[config.mk]
export PLATFORM = sky130hd
export DESIGN_NAME = wab_arbiter
export DESIGN_NICKNAME = d
export VERILOG_FILES = /design/src/rtl/wab_pkg.sv /design/src/rtl/wab_rst_sync.sv /design/src/rtl/wab_backoff.sv /design/src/rtl/wab_readback.sv /design/src/rtl/wab_arb_fsm.sv /design/src/rtl/wab_arbiter.sv
export SDC_FILE = /design/constraint.sdc
export NUM_CORES = 1
export LEC_CHECK = 0
export ABC_CLOCK_PERIOD_IN_PS = 1700
export BUFFER_PORTS_ARGS = -buffer_cell sky130_fd_sc_hd__buf_2
export CORE_MARGIN = 4
export CORE_UTILIZATION = 49
export DETAILED_ROUTE_END_ITERATION = 7
export PLACE_DENSITY_LB_ADDON = 0.2
export SLEW_MARGIN = 40
export SYNTH_ARGS = -nofsm -noshare
export SYNTH_HDL_FRONTEND = slang
export SYNTH_SLANG_ARGS = --single-unit
[constraint.sdc]
create_clock -name clk -period 1.7 [get_ports clk]
set_clock_uncertainty 0.1 [all_clocks]
set_input_delay 0.255 -clock clk [delete_from_list [all_inputs] [get_ports clk]]
set_output_delay 0.255 -clock clk [all_outputs]
set_load 0.02 [all_outputs]
[src/rtl/wab_pkg.sv]
package wab_pkg;
  typedef enum logic [1:0] {
    ARB_IDLE = 2'd0,
    ARB_RUN  = 2'd1,
    ARB_HOLD = 2'd2
  } arb_st_e;
endpackage

[src/rtl/wab_rst_sync.sv]
module wab_rst_sync (
  input  logic clk,
  input  logic arst_n,
  output logic rst_n_o
);
  logic [1:0] sync_q;

  always_ff @(posedge clk or negedge arst_n) begin
    if (!arst_n) sync_q <= 2'b00;
    else         sync_q <= {sync_q[0], 1'b1};
  end

  assign rst_n_o = sync_q[1];
endmodule

[src/rtl/wab_backoff.sv]
module wab_backoff #(
  parameter int FREE_FRAMES = 2
) (
  input  logic clk,
  input  logic rst_n,
  input  logic win,
  input  logic flag_smp,
  input  logic flag_free,
  output logic ok
);
  localparam int CNT_W = $clog2(FREE_FRAMES + 1);

  logic             blk_q, blk_d;
  logic [CNT_W-1:0] cnt_q, cnt_d;
  logic [CNT_W:0]   cnt_inc;
  logic             reached;

  assign cnt_inc = {1'b0, cnt_q} + (CNT_W+1)'(1);
  assign reached = (cnt_inc >= (CNT_W+1)'(FREE_FRAMES));

  // valid while flag_smp is high: this sample may complete the back-off
  assign ok = !blk_q || (flag_free && reached);

  always_comb begin
    blk_d = blk_q;
    cnt_d = cnt_q;
    if (win) begin
      blk_d = 1'b1;
      cnt_d = '0;
    end else if (flag_smp) begin
      if (!flag_free) begin
        cnt_d = '0;
      end else if (blk_q) begin
        if (reached) begin
          blk_d = 1'b0;
          cnt_d = '0;
        end else begin
          cnt_d = cnt_inc[CNT_W-1:0];
        end
      end
    end
  end

  always_ff @(posedge clk or negedge rst_n) begin
    if (!rst_n) begin
      blk_q <= 1'b0;
      cnt_q <= '0;
    end else if (win || flag_smp) begin
      blk_q <= blk_d;
      cnt_q <= cnt_d;
    end
  end
endmodule

[src/rtl/wab_readback.sv]
module wab_readback #(
  parameter int ADDR_W   = 3,
  parameter int POS_W    = 3,
  parameter int FLAG_POS = 5
) (
  input  logic             clk,
  input  logic             rst_n,
  input  logic             octet_act,
  input  logic [POS_W-1:0] bit_pos,
  input  logic             bit_smp,
  input  logic             line_in,
  output logic             last_smp,
  output logic             idle_now
);
  localparam int               LSB_POS = FLAG_POS - ADDR_W;
  localparam logic [POS_W-1:0] FLAG_P  = POS_W'(FLAG_POS);
  localparam logic [POS_W-1:0] LSB_P   = POS_W'(LSB_POS);

  logic              free_q, free_d;
  logic [ADDR_W-1:0] sh_q, sh_d;
  logic              smp_v, in_field;
  logic [ADDR_W-1:0] field_now;

  assign smp_v     = octet_act && bit_smp;
  assign in_field  = (bit_pos >= LSB_P) && (bit_pos < FLAG_P);
  assign field_now = {sh_q[ADDR_W-2:0], line_in};
  assign last_smp  = smp_v && (bit_pos == LSB_P);
  assign idle_now  = free_q && (&field_now);

  always_comb begin
    free_d = free_q;
    sh_d   = sh_q;
    if (smp_v && bit_pos == FLAG_P) begin
      free_d = line_in;
      sh_d   = '0;
    end else if (smp_v && in_field) begin
      sh_d = field_now;
    end
  end

  always_ff @(posedge clk or negedge rst_n) begin
    if (!rst_n) begin
      free_q <= 1'b0;
      sh_q   <= '0;
    end else if (smp_v) begin
      free_q <= free_d;
      sh_q   <= sh_d;
    end
  end
endmodule

[src/rtl/wab_arb_fsm.sv]
module wab_arb_fsm
  import wab_pkg::*;
#(
  parameter int ADDR_W   = 3,
  parameter int POS_W    = 3,
  parameter int FLAG_POS = 5
) (
  input  logic              clk,
  input  logic              rst_n,
  input  logic [ADDR_W-1:0] my_addr,
  input  logic              req,
  input  logic              octet_act,
  input  logic [POS_W-1:0]  bit_pos,
  input  logic              bit_smp,
  input  logic              line_in,
  input  logic              bo_ok,
  output arb_st_e           st,
  output logic [POS_W-1:0]  exp_pos,
  output logic              send_bit,
  output logic              win
);
  localparam int               IDX_W   = (ADDR_W > 1) ? $clog2(ADDR_W) : 1;
  localparam int               LSB_POS = FLAG_POS - ADDR_W;
  localparam logic [POS_W-1:0] FLAG_P  = POS_W'(FLAG_POS);

  arb_st_e          st_q, st_d;
  logic [IDX_W-1:0] idx_q, idx_d;
  logic             at_flag, at_mine;

  assign exp_pos  = POS_W'(LSB_POS) + POS_W'(idx_q);
  assign send_bit = my_addr[idx_q];
  assign at_flag  = octet_act && bit_smp && (bit_pos == FLAG_P);
  assign at_mine  = octet_act && bit_smp && (bit_pos == exp_pos);
  assign st       = st_q;

  always_comb begin
    st_d  = st_q;
    idx_d = idx_q;
    win   = 1'b0;
    unique case (st_q)
      ARB_IDLE: begin
        if (req && at_flag && line_in && bo_ok) begin
          st_d  = ARB_RUN;
          idx_d = IDX_W'(ADDR_W - 1);
        end
      end
      ARB_RUN: begin
        if (!req || at_flag) begin
          st_d = ARB_IDLE;
        end else if (at_mine) begin
          if (send_bit && !line_in) begin
            st_d = ARB_IDLE;
          end else if (idx_q == '0) begin
            st_d = ARB_HOLD;
            win  = 1'b1;
          end else begin
            idx_d = idx_q - IDX_W'(1);
          end
        end
      end
      ARB_HOLD: begin
        if (!req) st_d = ARB_IDLE;
      end
      default: st_d = ARB_IDLE;
    endcase
  end

  always_ff @(posedge clk or negedge rst_n) begin
    if (!rst_n) begin
      st_q  <= ARB_IDLE;
      idx_q <= '0;
    end else begin
      st_q  <= st_d;
      idx_q <= idx_d;
    end
  end
endmodule

[src/rtl/wab_arbiter.sv]
module wab_arbiter
  import wab_pkg::*;
#(
  parameter int ADDR_W      = 3,
  parameter int POS_W       = 3,
  parameter int FLAG_POS    = 5,
  parameter int FREE_FRAMES = 2
) (
  input  logic              clk,
  input  logic              rst_n,
  input  logic [ADDR_W-1:0] my_addr,
  input  logic              sw_req,
  input  logic              tx_pend,
  input  logic              octet_act,
  input  logic [POS_W-1:0]  bit_pos,
  input  logic              bit_smp,
  input  logic              line_in,
  output logic              drv_en,
  output logic              grant
);
  localparam logic [POS_W-1:0] FLAG_P = POS_W'(FLAG_POS);

  logic             rst_sync_n;
  logic             req_w;
  arb_st_e          st_w;
  logic [POS_W-1:0] exp_pos_w;
  logic             send_bit_w, win_w, bo_ok_w;
  logic             flag_smp_w;
  logic             last_smp_w, idle_now_w;
  logic             dflt_q, dflt_d;

  assign req_w      = sw_req || tx_pend;
  assign flag_smp_w = octet_act && bit_smp && (bit_pos == FLAG_P);

  wab_rst_sync u_rst (
    .clk     (clk),
    .arst_n  (rst_n),
    .rst_n_o (rst_sync_n)
  );

  wab_arb_fsm #(
    .ADDR_W   (ADDR_W),
    .POS_W    (POS_W),
    .FLAG_POS (FLAG_POS)
  ) u_fsm (
    .clk       (clk),
    .rst_n     (rst_sync_n),
    .my_addr   (my_addr),
    .req       (req_w),
    .octet_act (octet_act),
    .bit_pos   (bit_pos),
    .bit_smp   (bit_smp),
    .line_in   (line_in),
    .bo_ok     (bo_ok_w),
    .st        (st_w),
    .exp_pos   (exp_pos_w),
    .send_bit  (send_bit_w),
    .win       (win_w)
  );

  wab_backoff #(
    .FREE_FRAMES (FREE_FRAMES)
  ) u_bo (
    .clk       (clk),
    .rst_n     (rst_sync_n),
    .win       (win_w),
    .flag_smp  (flag_smp_w),
    .flag_free (line_in),
    .ok        (bo_ok_w)
  );

  wab_readback #(
    .ADDR_W   (ADDR_W),
    .POS_W    (POS_W),
    .FLAG_POS (FLAG_POS)
  ) u_rb (
    .clk       (clk),
    .rst_n     (rst_sync_n),
    .octet_act (octet_act),
    .bit_pos   (bit_pos),
    .bit_smp   (bit_smp),
    .line_in   (line_in),
    .last_smp  (last_smp_w),
    .idle_now  (idle_now_w)
  );

  // default holder: all-ones address and an uncontended, free octet
  always_comb begin
    dflt_d = dflt_q;
    if (last_smp_w) dflt_d = (&my_addr) && idle_now_w;
  end

  always_ff @(posedge clk or negedge rst_sync_n) begin
    if (!rst_sync_n)     dflt_q <= 1'b0;
    else if (last_smp_w) dflt_q <= dflt_d;
  end

  // open-drain drive: zeros only
  assign drv_en = octet_act &&
                  (((st_w == ARB_HOLD) && (bit_pos == FLAG_P)) ||
                   ((st_w == ARB_RUN) && (bit_pos == exp_pos_w) && !send_bit_w));

  assign grant = (st_w == ARB_HOLD) || dflt_q;
endmodule

# --- Word level (Yosys, flattened, before mapping) ---
# Cells that the tools add are included.
word_totals:
  regBits: 13
  out_inout_bits: 2
classes:
  n_addsub: 3
  n_lt_le_gt_ge: 4
  n_eq_ne: 14
  n_mux: 32
  reduce_logical: 41
ops:
  columns: ["operator", "count"]
  rows:
  - ["2-to-1 mux 2 bit", 18]
  - ["logical AND 1 bit", 17]
  - ["AND reduction 3 bit", 4]
  - ["2-to-1 mux 1 bit", 11]
  - ["!= test 2 bit, second input constant", 4]
  - ["nonzero test 2 bit", 4]
  - [">= comparator 3 x 2 -> 1 bit, second input constant", 2]
  - ["logical OR 1 bit", 6]
  - ["!= test 3 x 1 -> 1 bit, second input constant", 2]
  - ["case mux 2 bit (3 select lines)", 1]
  - ["AND reduction 6 bit", 1]
  - ["logical NOT 1 bit", 4]
  - ["logical NOT 2 bit", 2]
  - ["!= test 2 x 1 -> 1 bit, second input constant", 2]
  - ["!= test 4 x 1 -> 1 bit, second input constant", 1]
  - ["case mux 2 bit (2 select lines)", 1]
  - ["AND reduction 2 bit", 2]
  - ["AND reduction 4 bit", 1]
  - ["adder 2 x 1 -> 3 bit, second input constant", 1]
  - ["adder 2 x 2 -> 3 bit, first input constant", 1]
  - ["equality test 3 x 2 -> 1 bit, second input constant", 1]
  - ["equality test 3 bit", 1]
  - ["equality test 3 bit, second input constant", 1]
  - ["less-than comparator 2 x 3 -> 1 bit, second input constant", 1]
  - ["other kinds (5)", 5]

# --- Logic depth before layout (Yosys ltp) ---
# Gate-level depths: netlist (run 1).
logic_depth:
  depth_word: 9
  ltp_mapped: 6
  ltp_nobuf: 6

# --- Modules after synthesis ---
# From an unflattened synthesis (run 1), not the netlist that was laid out.
unflattened:
  hier_cells: 98
  hier_area_um2: 902.1
modules_own_cells:
  columns: ["mod", "instances", "cells_each", "area_per_inst_um2", "seq_area_each_um2"]
  rows:
  - ["wab_arb_fsm", 1, 39, 350.3, 100.1]
  - ["wab_readback", 1, 21, 209.0, 75.1]
  - ["wab_backoff", 1, 19, 161.4, 75.1]
  - ["wab_arbiter", 1, 16, 127.6, 25.0]
  - ["wab_rst_sync", 1, 3, 53.8, 50.0]

# --- Worst setup path after synthesis (run 1) ---
# Ideal clock, no wire load.
synth_timing:
  path_kind: "flip-flop to output port"
  from: "register u_fsm.idx_q[0]"
  to: "output port drv_en"
  t_arrival_ns: 1.388
  t_required_ns: 1.345
  setup_slack_ns: -0.043
  stages_incl_launch_ff: 5
  n_path_buf: 0
  path_cell_list: "dfrtp_1 mux2_4 a221oi_1 o2bb2ai_1 and2_1"
synth_via:
  elab_chain_cells: 6
synth_lines:
  columns: ["item", "line", "text"]
  rows:
  - ["from (decl)", "wab_arb_fsm.sv:27", "logic [IDX_W-1:0] idx_q, idx_d;"]
  - ["from (signal assigned)", "wab_arb_fsm.sv:74", "idx_q <= idx_d;"]
  - ["adder 2 x 2 -> 3 bit or binary-select mux 1 bit (select 2 bit) (tied branches)", "wab_arb_fsm.sv:30, wab_arb_fsm.sv:31", null]
  - ["equality test 3 bit or 2-to-1 mux 1 bit (tied branches)", "wab_arbiter.sv:101, wab_arb_fsm.sv:31", null]
  - ["logical AND 1 bit or logical NOT 1 bit (tied branches)", "wab_arbiter.sv:101", "((st_w == ARB_RUN) && (bit_pos == exp_pos_w) && !send_bit_w));"]
  - ["logical AND 1 bit *", "wab_arbiter.sv:101", null]
  - ["logical OR 1 bit *", "wab_arbiter.sv:100", "(((st_w == ARB_HOLD) && (bit_pos == FLAG_P)) ||"]
  - ["logical AND 1 bit *", "wab_arbiter.sv:99", "assign drv_en = octet_act &&"]
  - ["to (decl)", "wab_arbiter.sv:18", "output logic drv_en,"]
# Every way passes the cells marked *; elsewhere a longest branch is shown, timed or not. The select of a mux whose other input is x is not followed.

# --- Final worst setup path (run 1) ---
# Ends and elaborated chain as after synthesis.

==> out/summary.txt, run 1 <==
status - finished, violations left
failing checks - negative setup slack
vias in the first global route - 864
fmax - 0.499 GHz
CTS Buf Count - 3
crit path cell chain - mux2_4, a221oi_2, o2bb2ai_1, and2_4, buf_6
die area - 2600 µm²
Hold WS - 0.0869 ns
CTS tree - done
Fin. Hold Viols - 0
Inserted Diodes - 0
grt ovf - 0
total track usage - 0.198
r2r startpoint - u_fsm.idx_q[0]
final core occ - 0.684
Residual DRC - 0
CTS Buffer Depth - 2
maximum vdd ir drop - 541 µV
Boundary Pins - 15
Worst Setup SP - u_fsm.idx_q[0]
worst skew pair latency - 0.28 ns
Post-Syn Area - 906 µm²
Clock Tree Root - clkbuf_4
max-slew violation count - 0
fin crit share - 1.18
routed via count - 840
Pre-antenna DRT Iters - 4
Seq cells post-synth - 13
CTS H-tree depth - 1
total power - 1.11 mW
vias per inst - 5.56
hpwl dp - 1720 µm
initial antenna violation count - 0
kind of critical path - flop to output pin
Final #Nets - 143
Synth Instances - 95
share of cells above drive strength 1 - 0.405
setup TNS - -1.15 ns
end of the critical path - drv_en
CP endpoint kind - output pin
die height - 51.0 µm
crit start category - flop
reg2reg end - u_bo.cnt_q[0]
P_leak - 0.575 nW
clock transition at the registers of the reported paths - 0.09 ns
GRT met1 Usage - 0.246
worst-path fanout max - 2
RSZ-0062 raised after global routing - true
synth unique cells - 43
reg2reg setup slack - -0.17 ns
starting density of the core - 0.519
DRT iter0 DRCs - 15
Detailed Route WL - 2380 µm
# setup viols final - 8
Buf/Inv on CP - 1
cells on worst reg2reg path - 5
ANT nets after route - 0
pin count of the biggest net entering global routing - 12
Period minus WS final - 2.00 ns
worst slew pin tran - 0.516 ns
clock sink count - 13
gpl congestion - 0.827
core outline area - 1750 µm²
Pwr Density - 929 nW/µm²
Rel. slew slack - 0.655
FP Rows - 15
Area Growth Syn to Fin - 31.8%
Required @ worst endpoint - 1.34 ns
Largest delay share family, worst path - flip-flops
critical path depth - 5
syn nets - 111
slowest CP cell - dfrtp_1
sequential fraction of the synthesis area - 0.359
layer with the highest usage - met2
DIE WIDTH - 51.0 µm
Yosys Warn Count - 0
met2 GRT Util - 0.345
met3 GRT Util - 0.0321
max cap viols - 0
WP data arrival - 1.65 ns
post-route setup slack - -0.303 ns
routed length per instance - 15.8 µm
syn_area_per_cell - 9.54 µm²
global-route wire length before repair - 3880 µm
PortBufs - 14
worst min path class - flop to asynchronous set/reset pin
critical path's largest stage delay - 0.41 ns
==> repair_timing <==
item | CTS | global route
gates resized for setup | 6 | 6
hold buffers | 1 | 0
pin swaps | 7 | 0
hold endpoints to repair | 2 | 0
setup endpoints to repair | 4 | 8
buffers inserted | 4 | 0
==> synth_stat cells (all sizes together) <==
library cell / instances / area share
a2111oi: 2 / 0.047
a21boi: 2 / 0.017
a21o: 1 / 0.0097
a21oi: 2 / 0.011
a221o: 2 / 0.022
a221oi: 1 / 0.0097
a311oi: 1 / 0.0097
a32oi: 2 / 0.019
and2: 2 / 0.015
and2b: 1 / 0.0097
and4bb: 1 / 0.014
buf: 1 / 0.0083
clkbuf: 2 / 0.0097
conb: 1 / 0.0041
dfrtp: 13 / 0.36
ha: 3 / 0.041
inv: 5 / 0.021
mux2: 2 / 0.029
mux2i: 2 / 0.022
nand2: 9 / 0.037
nand2b: 3 / 0.021
nand3: 3 / 0.017
nand3b: 3 / 0.039
nand4: 2 / 0.014
nand4b: 1 / 0.0097
nand4bb: 1 / 0.018
nor2: 9 / 0.037
nor2b: 1 / 0.0069
nor3: 2 / 0.011
nor4b: 1 / 0.0097
o21ai: 7 / 0.039
o22a: 1 / 0.0097
o22ai: 1 / 0.0069
o2bb2ai: 1 / 0.0097
o31ai: 1 / 0.0083
or2b: 1 / 0.0097
or3b: 1 / 0.0097
xor2: 1 / 0.0097
==> registers in the layout, indices dropped and copies added, names as in the netlist <==
signal        flops
u_fsm.idx_q       2
u_bo.cnt_q        2
u_fsm.st          2
u_rst.sync_q      2
u_bo.blk_q        1
dflt_q            1
u_rb.sh_q         2
u_rb.free_q       1
==> stage by stage <==
stage,instances,instance area (µm²),setup WS [ns]
after floorplan,95,908,0.00565
after global placement,142,1080,-0.0535
after detailed placement,142,1080,-0.0827
after CTS,151,1160,-0.275
after global routing,151,1190,-0.360
final,151,1190,-0.303
==> logic make-up (layout without fill, tap and decap cells) <==
family	Yosys count	after routing	synth area share
DFF	13	13	0.359
muxes	4	4	0.0511
adders and majority gates	3	3	0.0414
buffers and inverters	8	39	0.0387
other	1	1	0.00414
and+or+nand+nor	41	41	0.278
AOI/OAI and AO/OA	24	24	0.218
xor gates and xnor gates	1	1	0.00967
==> layout make-up <==
type / count / area, µm²
clock buffers: 4 / 26.3
fillers: 148 / 552
inverters: 5 / 18.8
multi-input cells: 74 / 586
flip-flops and latches: 13 / 325
well taps: 25 / 31.3
repair buffers: 30 / 206
==> worst min path at each step <==
stage / end / slack [ns] / depth (start not counted)
after floorplan: u_rst.sync_q[0] / -0.14 / 0
after global placement: u_rst.sync_q[1] / -0.06 / 1
after detailed placement: u_rst.sync_q[0] / -0.06 / 1
after CTS: u_bo.blk_q / 0.11 / 0
after global routing: u_bo.blk_q / 0.16 / 0
final: u_bo.blk_q / 0.09 / 0
==> placed cells by master, fill, tap and decap left out, types with 3 or more instances in the layout <==
cell type / Yosys / routed
buf_2: 0 / 13
buf_4: 1 / 13
buf_6: 0 / 3
clkbuf_4: 0 / 3
dfrtp_1: 13 / 13
ha_1: 3 / 3
inv_1: 5 / 4
nand2_1: 9 / 8
nand2b_1: 3 / 3
nand3_1: 3 / 3
nor2_1: 9 / 9
o21ai_0: 7 / 7
==> power by group <==
group / internal [mW] / switching, mW
sequential: 0.358 / 0.0459
clock: 0.0909 / 0.106
combinational: 0.276 / 0.232
==> layer usage <==
layer,up-vias,wire length (µm)
met4,0,12
met3,2,62
li1,412,-
met2,15,1250
met1,411,1050
met5,-,0
No activity file was read; power rests on OpenSTA's default activity.
==> run 2: changes to the inputs <==
--- a/config.mk
+++ b/config.mk
@@ -10,6 +10,7 @@
 export CORE_MARGIN = 4
 export CORE_UTILIZATION = 49
 export DETAILED_ROUTE_END_ITERATION = 7
+export HOLD_SLACK_MARGIN = 0.12
 export PLACE_DENSITY_LB_ADDON = 0.2
 export SLEW_MARGIN = 40
 export SYNTH_ARGS = -nofsm -noshare
==> run 2 against run 1 <==
Compared with the run above:
- the run still ends with negative setup slack left
- sequential power decreased by 1%
- power increased by 0.16%
- die area unchanged
- fmax increased by 0.20%
- sequential share of layout area decreased by 0.45 points
- routed wire length increased by 1.4%
- utilization increased by 1.1 points
- largest cell class unchanged
- highest routed layer unchanged
==> out/summary.txt, run 2 (synthesized netlist as in run 1, its figures left out) <==
initial antenna violation count - 0
Required @ worst endpoint - 1.34 ns
cells on worst reg2reg path - 5
worst slew pin tran - 0.515 ns
CTS H-tree depth - 1
DRT iter0 DRCs - 22
kind of critical path - flop to output pin
die height - 51.0 µm
grt ovf - 0
Comb pwr share - 0.466
post-route setup slack - -0.299 ns
clock transition at the registers of the reported paths - 0.08 ns
PortBufs - 14
worst skew pair latency - 0.27 ns
routed length per instance - 15.8 µm
reg2reg setup slack - -0.17 ns
CTS tree - done
Fill cells - 143
P_leak - 0.583 nW
commonest non-fill, non-tap cells in the layout - 13 x dfrtp_1, 13 x buf_2, 13 x buf_4, 9 x nor2_1, 8 x nand2_1
worst-path fanout max - 2
FF+latch area - 325 µm²
Internal Power - 728 µW
Rel. slew slack - 0.655
global-route wire length before repair - 3950 µm
FP Rows - 15
CTS Buf Count - 3
Period minus WS final - 2.00 ns
clock share of power - 0.174
Inserted Diodes - 0
ANT nets after route - 0
DIE WIDTH - 51.0 µm
final instance area - 1210 µm²
total power - 1.11 mW
pin count of the biggest net entering global routing - 11
Residual DRC - 0
crit start category - flop
worst min path class - input pin to asynchronous set/reset pin
RSZ-0062 raised after global routing - true
Boundary Pins - 15
net switching power - 382 µW
area of the multi-input gates - 586 µm²
core outline area - 1750 µm²
WP data arrival - 1.64 ns
vias per inst - 5.61
die area - 2600 µm²
routed via count - 859
failing checks - negative setup slack
clock sink count - 13
share of cells above drive strength 1 - 0.398
CTS Buffer Depth - 2
final core occ - 0.695
Area Growth Syn to Fin - 34.0%
Pre-antenna DRT Iters - 4
setup TNS - -1.15 ns
CP endpoint kind - output pin
# setup viols final - 8
Placed Area - 1080 µm²
Pwr Density - 915 nW/µm²
Clock Tree Root - clkbuf_4
Hold WS - 0.184 ns
starting density of the core - 0.519
hpwl dp - 1720 µm
status - finished, violations left
Fin. Hold Viols - 0
sequential power share - 0.360
vias in the first global route - 873
gpl congestion - 0.827
max-slew violation count - 0
maximum vdd ir drop - 541 µV
fin crit share - 1.18
max cap viols - 0
Detailed Route WL - 2420 µm
total track usage - 0.201
Switching Fraction - 0.344
Final #Nets - 145
fmax - 0.500 GHz
run 2: cell types whose count changed in the layout (fill, tap and decap cells not counted):
| cell | before | now |
|---|---|---|
| dlygate4sd3_1 | 1 | 3 |
run 2: repair_timing:
action,CTS,global route
setup buffers,4,0
hold buffers,3,0
pin swaps,7,0
hold endpoints to repair,10,0
resized for setup,6,6
endpoints found under the setup margin,4,8
run 2: stage by stage:
stage,setup slack (ns),cells
final,-0.299,153
after global routing,-0.360,153
after CTS,-0.275,153
after detailed placement,-0.0827,142
after global placement,-0.0535,142
after floorplan,0.00565,95
run 2: final cells by class:
type,instances,share of cell area
tap,25,0.0258
timing repair buffer,32,0.187
clock buffer,4,0.0216
sequential,13,0.268
multi-input combinational,74,0.482
inverter,5,0.0155
run 2: per-layer routing:
metal,routed length (µm),global-route usage,up-vias,part of all wire
met5,0,0,-,0
met4,12,0.0583,0,0.0050
met3,82,0.0233,2,0.034
met2,1280,0.358,18,0.53
met1,1040,0.254,421,0.43
li1,-,-,418,-
run 2: worst paths after layout:
| kind | start | endpoint |
|---|---|---|
| min in group clk | line_in | u_bo.cnt_q[1] |
| max in group asynchronous | u_rst.sync_q[1] | u_rb.sh_q[1] |
| max | u_fsm.idx_q[0] | drv_en |
| min | rst_n | u_rst.sync_q[0] |
| min reg2reg | u_rst.sync_q[0] | u_rst.sync_q[1] |
| max reg2reg | u_fsm.idx_q[0] | u_bo.cnt_q[0] |
run 2: power groups by stage:
stage	combinational, mW	clock (mW)	sequential (mW)
floorplan	0.242	0	0.418
global placement	0.411	0	0.401
detailed placement	0.424	0	0.407
CTS	0.485	0.201	0.394
global route	0.565	0.217	0.404
finish	0.518	0.193	0.399
run 2: critical path, stage by stage, from the launching register on:
cell and delay [ns]:
dfrtp_1 0.41, mux2_4 0.33, a221oi_2 0.24, o2bb2ai_1 0.13, and2_4 0.15, buf_6 0.11
==> run 3: changes to the inputs <==
--- a/config.mk
+++ b/config.mk
@@ -11,7 +11,8 @@
 export CORE_UTILIZATION = 49
 export DETAILED_ROUTE_END_ITERATION = 7
 export HOLD_SLACK_MARGIN = 0.12
-export PLACE_DENSITY_LB_ADDON = 0.2
+export PLACE_DENSITY = 0.75
+export SETUP_SLACK_MARGIN = 0.15
 export SLEW_MARGIN = 40
 export SYNTH_ARGS = -nofsm -noshare
 export SYNTH_HDL_FRONTEND = slang
==> run 3 against run 2 <==
Compared with the run above:
- the flow still finishes with violations (negative setup slack)
- via count increased by 1.4%
- global-route usage shrank 0.42 points
- worst hold slack got worse by 0.0090 ns
- die area did not move
- first-iteration DRC count decreased by 4.5%
- clock power about the same
- register-to-register slack got worse by 0.11 ns
- routed wire length decreased by 3.0%
- power shrank 3.7%
- sequential power is essentially flat
- count of clock-buffer cells in the layout down 1
- utilization is 0.072 points higher
- critical path type unchanged
==> out/summary.txt, run 3 (synthesized netlist as in run 1, its figures left out) <==
status - finished, violations left
failing checks - negative setup slack
Area Growth Syn to Fin - 34.1%
Pre-antenna DRT Iters - 4
# setup viols final - 8
r2r startpoint - u_fsm.idx_q[0]
clock sink count - 13
Final #Nets - 146
clock transition at the registers of the reported paths - 0.08 ns
commonest non-fill, non-tap cell in the layout - buf_4
Period minus WS final - 2.01 ns
die height - 51.0 µm
pin count of the biggest net entering global routing - 9
starting density of the core - 0.519
Detailed Route WL - 2340 µm
CTS tree - done
die area - 2600 µm²
total track usage - 0.197
Required @ worst endpoint - 1.34 ns
P_leak - 0.596 nW
worst min path class - input pin to asynchronous set/reset pin
DRT iter0 DRCs - 21
fin crit share - 1.18
CTS Buffer Depth - 2
worst-path fanout max - 2
hpwl dp - 1710 µm
Clock Tree Root - clkbuf_4
Boundary Pins - 15
WP data arrival - 1.65 ns
CP endpoint kind - output pin
Fin. Hold Viols - 0
grt ovf - 0
commonest non-fill, non-tap cells in the layout - 15 x buf_4, 13 x dfrtp_1, 12 x buf_2, 9 x nor2_1, 9 x nand2_1
maximum vdd ir drop - 617 µV
final core occ - 0.696
ANT nets after route - 0
Worst Setup SP - u_fsm.idx_q[0]
kind of critical path - flop to output pin
routed length per instance - 15.2 µm
RSZ-0062 raised after global routing - true
placed insts - 145
Residual DRC - 0
CTS H-tree depth - 1
initial antenna violation count - 0
post-route setup slack - -0.309 ns
Inserted Diodes - 0
DIE WIDTH - 51.0 µm
share of cells above drive strength 1 - 0.395
fmax - 0.498 GHz
FP Rows - 15
CTS Buf Count - 3
post-route insts no fill - 154
gpl congestion - 0.802
vias in the first global route - 832
routed via count - 871
worst skew pair latency - 0.28 ns
PortBufs - 14
max cap viols - 0
crit start category - flop
max-slew violation count - 0
vias per inst - 5.66
core outline area - 1750 µm²
global-route wire length before repair - 3770 µm
Pwr Density - 880 nW/µm²
Fill cells - 136
-- run 3: cell types whose count changed in the layout (fill, tap and decap cells not counted), sizes merged --
cell / previous run / this run
clkinv: 0 / 1
buf: 29 / 30
clkbuf: 4 / 3
-- run 3: stage by stage --
step                total power [mW]  setup WS (ns)  hold WS (ns)  instance area, µm²  setup TNS (ns)
floorplan                      0.670         0.0607        -0.141                 915               0
global placement               0.792        -0.0220       -0.0600                1100         -0.0220
detailed placement             0.816        -0.0597       -0.0596                1100         -0.0792
CTS                             1.04         -0.315         0.168                1190          -0.951
global route                    1.15         -0.436         0.167                1210           -2.82
finish                          1.07         -0.309         0.175                1210           -1.86
-- run 3: worst paths after layout --
| kind | end | slack, ns | cells past startpoint |
|---|---|---|---|
| min in group clk | u_bo.cnt_q[0] | 0.19 | 3 |
| max in group asynchronous | dflt_q | 0.69 | 1 |
| setup reg to reg | u_bo.cnt_q[1] | -0.28 | 6 |
| setup / recovery | drv_en | -0.31 | 5 |
| hold reg to reg | u_rst.sync_q[1] | 0.26 | 0 |
| hold / removal | u_rst.sync_q[0] | 0.18 | 2 |
-- run 3: critical path, stage by stage, from the launching register on --
cell and delay, ns:
dfrtp_1 0.41, mux2_4 0.32, a221oi_2 0.24, o2bb2ai_1 0.14, and2_4 0.15, buf_6 0.10
-- run 3: layer usage --
metal  vias to the layer above  global-route usage  routed length [µm]
met5                         -                   0                   0
met4                         0              0.0583                  18
met3                         4              0.0729                  97
met2                        15               0.350                1310
met1                       433               0.217                 913
li1                        419                   -                   -
-- run 3: repair_timing --
item | 4_1_cts | 5_1_grt
endpoints found under the hold margin | 8 | 0
setup endpoints to repair | 9 | 9
buffers inserted | 1 | 1
pin swaps | 2 | 1
gates resized for setup | 5 | 5
hold buffers | 3 | 0
-- run 3: report_power, final --
part           switching (mW)  internal [mW]  leakage (nW)
Combinational           0.230          0.247         0.424
Sequential             0.0395          0.358         0.154
Clock                   0.108         0.0875        0.0177
Total                   0.377          0.692         0.596
-- run 3: area by class of cell --
| type | instances | area (µm²) | area share |
|---|---|---|---|
| Clock inverter | 1 | 5.00 | 0.00412 |
| Inverter | 5 | 18.8 | 0.0154 |
| Timing Repair Buffer | 33 | 236 | 0.195 |
| Tap cell | 25 | 31.3 | 0.0257 |
| Clock buffer | 3 | 22.5 | 0.0185 |
| Multi-Input combinational cell | 74 | 576 | 0.474 |
| Sequential cell | 13 | 325 | 0.268 |
